## src/rtl/bcg_pkg.sv

```systemverilog
package bcg_pkg;
   localparam logic [2:0] LEN_ONE   = 3'b000;
   localparam logic [2:0] LEN_TWO   = 3'b001;
   localparam logic [2:0] LEN_FOUR  = 3'b010;
   localparam logic [2:0] LEN_EIGHT = 3'b011;
   localparam logic [2:0] LEN_PAGE  = 3'b111;

   typedef enum logic {
      ORD_SEQ = 1'b0,
      ORD_XOR = 1'b1
   } order_t;
endpackage

```

## src/rtl/bcg_len_decode.sv

```systemverilog
module bcg_len_decode
   import bcg_pkg::*;
#(
   parameter int COL_W = 8
) (
   input  logic [2:0]       code_i,
   input  order_t           ord_i,
   output logic [COL_W-1:0] mask_o,
   output logic             full_o,
   output logic             err_o
);
   always_comb begin
      mask_o = '0;
      full_o = 1'b0;
      err_o  = 1'b0;
      case (code_i)
         LEN_ONE:   mask_o = '0;
         LEN_TWO:   mask_o = COL_W'(1);
         LEN_FOUR:  mask_o = COL_W'(3);
         LEN_EIGHT: mask_o = COL_W'(7);
         LEN_PAGE: begin
            if (ord_i == ORD_XOR) begin
               err_o = 1'b1;
            end else begin
               mask_o = '1;
               full_o = 1'b1;
            end
         end
         default:   err_o = 1'b1;
      endcase
   end
endmodule

```

## src/rtl/bcg_beat_ctr.sv

```systemverilog
module bcg_beat_ctr #(
   parameter int COL_W = 8
) (
   input  logic             clk,
   input  logic             rst,
   input  logic             start_i,
   input  logic             stop_i,
   input  logic [COL_W-1:0] mask_i,
   input  logic             full_i,
   output logic [COL_W-1:0] beat_o,
   output logic [COL_W-1:0] mask_o,
   output logic             valid_o,
   output logic             last_o
);
   logic [COL_W-1:0] beat_q;
   logic [COL_W-1:0] mask_q;
   logic             full_q;
   logic             valid_q;
   logic             at_end;

   assign at_end = valid_q && !full_q && (beat_q == mask_q);

   always_ff @(posedge clk) begin
      if (rst) begin
         beat_q  <= '0;
         mask_q  <= '0;
         full_q  <= 1'b0;
         valid_q <= 1'b0;
      end else if (start_i) begin
         beat_q  <= '0;
         mask_q  <= mask_i;
         full_q  <= full_i;
         valid_q <= 1'b1;
      end else if (valid_q) begin
         if (stop_i || at_end) begin
            valid_q <= 1'b0;
         end else begin
            beat_q <= beat_q + COL_W'(1);
         end
      end
   end

   assign beat_o  = beat_q;
   assign mask_o  = mask_q;
   assign valid_o = valid_q;
   assign last_o  = at_end;
endmodule

```

## src/rtl/bcg_col_map.sv

```systemverilog
module bcg_col_map
   import bcg_pkg::*;
#(
   parameter int COL_W  = 8,
   parameter bit XOR_EN = 1'b1
) (
   input  logic [COL_W-1:0] base_i,
   input  logic [COL_W-1:0] beat_i,
   input  logic [COL_W-1:0] mask_i,
   input  order_t           ord_i,
   output logic [COL_W-1:0] col_o
);
   logic [COL_W-1:0] low;

   generate
      if (XOR_EN) begin : g_both
         assign low = (ord_i == ORD_XOR) ? (base_i ^ beat_i) : (base_i + beat_i);
      end else begin : g_seq_only
         logic unused_ord;
         assign unused_ord = ord_i;
         assign low = base_i + beat_i;
      end
   endgenerate

   assign col_o = (base_i & ~mask_i) | (low & mask_i);
endmodule

```

## src/rtl/burst_col_gen.sv

```systemverilog
module burst_col_gen
   import bcg_pkg::*;
#(
   parameter int COL_W  = 8,
   parameter bit XOR_EN = 1'b1
) (
   input  logic             clk,
   input  logic             rst,
   input  logic             start_i,
   input  logic [COL_W-1:0] start_col_i,
   input  logic [2:0]       len_code_i,
   input  logic             order_i,
   input  logic             stop_i,
   output logic [COL_W-1:0] col_o,
   output logic             valid_o,
   output logic             last_o,
   output logic             err_o
);
   generate
      if (COL_W < 3) begin : g_bad_width
         $error("burst_col_gen: COL_W must be at least 3");
      end
   endgenerate

   order_t           ord_in;
   order_t           ord_q;
   logic [COL_W-1:0] base_q;
   logic             err_q;
   logic [COL_W-1:0] dec_mask;
   logic             dec_full;
   logic             dec_err;
   logic [COL_W-1:0] beat;
   logic [COL_W-1:0] act_mask;

   assign ord_in = XOR_EN ? order_t'(order_i) : ORD_SEQ;

   bcg_len_decode #(.COL_W(COL_W)) u_dec (
      .code_i (len_code_i),
      .ord_i  (order_t'(order_i)),
      .mask_o (dec_mask),
      .full_o (dec_full),
      .err_o  (dec_err)
   );

   always_ff @(posedge clk) begin
      if (rst) begin
         base_q <= '0;
         ord_q  <= ORD_SEQ;
         err_q  <= 1'b0;
      end else if (start_i) begin
         base_q <= start_col_i;
         ord_q  <= ord_in;
         err_q  <= dec_err;
      end
   end

   bcg_beat_ctr #(.COL_W(COL_W)) u_ctr (
      .clk     (clk),
      .rst     (rst),
      .start_i (start_i),
      .stop_i  (stop_i),
      .mask_i  (dec_mask),
      .full_i  (dec_full),
      .beat_o  (beat),
      .mask_o  (act_mask),
      .valid_o (valid_o),
      .last_o  (last_o)
   );

   bcg_col_map #(.COL_W(COL_W), .XOR_EN(XOR_EN)) u_map (
      .base_i (base_q),
      .beat_i (beat),
      .mask_i (act_mask),
      .ord_i  (ord_q),
      .col_o  (col_o)
   );

   assign err_o = err_q;
endmodule

```

## config.mk

```make
export PLATFORM = sky130hd
export DESIGN_NAME = burst_col_gen
export DESIGN_NICKNAME = d
export VERILOG_FILES = /design/src/rtl/bcg_pkg.sv /design/src/rtl/bcg_len_decode.sv /design/src/rtl/bcg_beat_ctr.sv /design/src/rtl/bcg_col_map.sv /design/src/rtl/burst_col_gen.sv
export SDC_FILE = /design/constraint.sdc
export NUM_CORES = 1
export LEC_CHECK = 0
export CORE_MARGIN = 1.5
export CORE_UTILIZATION = 30
export CTS_CLUSTER_DIAMETER = 150
export CTS_CLUSTER_SIZE = 12
export DETAILED_ROUTE_END_ITERATION = 8
export SLEW_MARGIN = 20
export SYNTH_ARGS = -nofsm -noshare
export SYNTH_HDL_FRONTEND = slang
export SYNTH_SLANG_ARGS = --single-unit
```

## constraint.sdc

```tcl
create_clock -name clk -period 5.4 [get_ports clk]
set_input_delay 1.08 -clock clk [delete_from_list [all_inputs] [get_ports clk]]
set_output_delay 1.08 -clock clk [all_outputs]
set_load 0.05 [all_outputs]
```

==> summary.md <==
The flow ran to the end, and the final reports show no timing, DRC or antenna violations. The congestion estimate from routability-driven global placement came to 0.782. Setup repair after global routing left no endpoint under its margin. The number of antenna diodes in the final layout is 0.

The via count normalized by instance count was 5.13. The share of the clock period used by the worst path after layout is 73.5%. The floorplan step defined a die boundary enclosing 5140 µm².

Headroom to the max-slew limit came out at 41.4%. For the standby leakage power, the log shows 0.722 nW. For the worst setup path, the data arrival time is 2.89 ns. Wires add up to 3080 µm. The share of synthesized area occupied by flip-flops and latches is 32.5%.

The worst min-delay path class was reg2reg. The critical path goes through ha_1 -> inv_1 -> fa_1 -> nor2b_1 -> o21ai_1 -> a211oi_1 -> or3_1 -> a31o_2 -> clkdlybuf4s50_1. The run gives 0 as the number of remaining DRC errors.

The via count of the first global-routing pass is 1120. The synthesized netlist occupies a cell area of 1420 µm². The clock arrives with 0.00233 ns of skew.

Summed over all failing endpoints, the final setup total negative slack is 0 ns. The initialized floorplan defines 24 standard-cell rows. Ranked by total cell area, the synthesized netlist is headed by sky130_fd_sc_hd__dfxtp_1 (33%), sky130_fd_sc_hd__mux2i_1 (7.8%), sky130_fd_sc_hd__ha_1 (7.1%), sky130_fd_sc_hd__nor2_1 (6.1%), sky130_fd_sc_hd__a21oi_1 (6.0%). The half-perimeter wire length after placement was 2300 µm; the post-synthesis cell count was 174.

For the maximum VDD drop, the log shows 84.5 µV. The number of pins exceeding their max-slew limit in the final report is 0. The later pin in the worst-skew pair is clocked with a latency of 0.26 ns. In this run the worst path has a maximum fanout of 5. The largest total area in the synthesized netlist belongs to sky130_fd_sc_hd__dfxtp_1.

The number of nets produced by synthesis came out at 199. The highest metal layer carrying signal wires in the routed design is met3. Count of endpoints failing hold in the final timing report: 0.

STA classifies the critical path endpoint as an output port. Timing would allow up to 252 MHz. The fraction of synthesis flops using an asynchronous set or reset pin is 0%. In this run, post-CTS hold repair placed 0 buffers.

From bottom edge to top edge, the die measures 71.7 µm. For this block, wires on met1 add up to 1450 µm. Number of buffers between clock root and the deepest sink: 2. The number of synthesized flops with an enable pin came out at 0. Final hold analysis gives a worst-case slack of 0.458 ns. Counting instances in the post-synthesis netlist gives the leading cell types as sky130_fd_sc_hd__dfxtp_1 (23), sky130_fd_sc_hd__nor2_1 (23), sky130_fd_sc_hd__a21oi_1 (17). After global routing the overflow that remains totals 0. Startpoint type of the worst setup path: a flop.

The width of the die was 71.7 µm. The tools report the initial antenna violation count as 0. The most used flip-flop cell after synthesis is sky130_fd_sc_hd__dfxtp_1. The required time of the worst setup path is 4.32 ns. The first routing iteration left 80 violations. The post-CTS resize count is 0. During synthesis, Yosys emitted a total of 0 warnings. The pin count of the biggest net entering global routing is 18, and the fraction of post-synthesis cell area in the top cell type by area is 32.5%.

Clock tree synthesis inserted a total of 3 buffers. The delay of the slowest cell on the worst path is 0.79 ns. The first global-routing pass estimated 5290 µm of wire. TritonCTS built the clock tree. The tree is rooted in a sky130_fd_sc_hd__clkbuf_8. Clock-pin slew was measured on the worst setup and hold paths at 0.08 ns. The total number of vias is 1273.

The tool flagged a number of max-cap violations equal to 0. The post-route netlist has 5.10% of its cells at a drive strength greater than 1. The routed length per instance came out at 12.4 µm.

The number of H-tree branching levels is 1. The power density normalized to cell area came out at 211 nW/µm². For the top-level I/O count, the log shows 27. In this run, synthesis produced a sequential element count of 23. The average size of a mapped cell is 8.14 µm², and the total chip power is 370 µW.

At the pin with the least slew margin, the transition time is 0.877 ns. Counting every sink on the clock net gives 23. The tools report the sum of met2 wire segment lengths after detailed routing as 1440 µm.

Relative to the synthesized area, the layout overhead comes to 23.9%. For the buffers inserted during post-CTS setup optimization, the log shows 0. The tools report the length of the first detailed-routing pass in iterations as 6. Global routing used 12.6% of the available tracks across all layers. The region available for standard cell placement spans 4440 µm². Input and output buffers added on the ports amount to 26.

The final period demand of the worst path was 3.97 ns. The final layout contains 222 nets. Wire segments on met3 add up to 193 µm in the final route. For the final setup violation count, the log shows 0. Critical path class: reg2out. Initial core utilization: 31.9%. For this design, the slowest cell found on the critical path is sky130_fd_sc_hd__clkdlybuf4s50_1. In this run, distinct cell masters in the synthesized netlist total 42. Once detail routing completed, the nets flagged for antenna violations numbered 0.
## per-layer routing
metal,global-route usage [%],vias up
met4,1.89,0
met1,17.2,572
li1,-,660
met3,2.95,0
met2,20.8,41
met5,0,-
## final cells by class
cell class / count / area, µm²
multi-input combinational: 134 / 890
fill: 483 / 2690
clock inverter: 1 / 5.00
inverter: 9 / 33.8
clock buffer: 3 / 41.3
sequential: 23 / 460
tap: 52 / 65.1
timing repair buffer: 26 / 260
## power by group
part / leakage (nW) / internal, mW / switching [mW]
clock network: 0.0255 / 0.0515 / 0.0563
registers: 0.188 / 0.176 / 0.00669
logic: 0.508 / 0.0340 / 0.0455
## cell usage in the layout (no fill, tap or decap), types with 5 or more instances in the layout
cell and n:
sky130_fd_sc_hd__ha_1 8, sky130_fd_sc_hd__inv_1 9, sky130_fd_sc_hd__a21oi_1 17, sky130_fd_sc_hd__xnor2_1 6, sky130_fd_sc_hd__or4_1 5, sky130_fd_sc_hd__mux2i_1 11
sky130_fd_sc_hd__nand2_1 13, sky130_fd_sc_hd__o21ai_0 7, sky130_fd_sc_hd__clkdlybuf4s50_1 26, sky130_fd_sc_hd__nor2_1 23, sky130_fd_sc_hd__dfxtp_1 23
## stage by stage
step	util [%]	setup WS (ns)	cells	cell area, µm²
detailed placement	38.5	1.72	244	1710
global placement	38.5	1.74	244	1710
finish	39.5	1.43	248	1760
global route	39.5	1.22	248	1760
CTS	39.5	1.41	248	1760
floorplan	-	2.11	174	1420
## registers in the layout, indices dropped and copies added, names as in the netlist
signal         flops
base_q             8
err_o              1
ord_q              1
u_ctr.beat_o       8
u_ctr.mask_o       4
u_ctr.valid_o      1
## critical path, delay by kind of cell (launching register included)
| family | cells | cell delay, ns |
|---|---|---|
| adders and majority gates | 2 | 0.60 |
| AOI/OAI and AO/OA | 3 | 0.50 |
| DFF | 1 | 0.42 |
| buffers and inverters | 2 | 0.85 |
| and+or+nand+nor | 2 | 0.26 |
## cells by family after synthesis
family                     after synthesis  synth area share [%]
and+or+nand+nor                         61                  21.1
AOI/OAI and AO/OA                       43                  19.1
DFF                                     23                  32.5
buffers and inverters                   17                  4.68
muxes                                   12                  8.57
xor gates and xnor gates                 9                  5.57
adders and majority gates                9                  8.48
## worst paths after layout
check / startpoint / endpoint / slack, ns / cells after the start
setup reg to reg: u_ctr.mask_o[6] / u_ctr.beat_o[7] / 3.63 / 5
hold reg to reg: err_o / err_o / 0.46 / 2
setup / recovery: u_ctr.beat_o[0] / col_o[6] / 1.43 / 9
hold / removal: err_o / err_o / 0.46 / 2
Note: power is estimated with default switching activity, not from simulation.
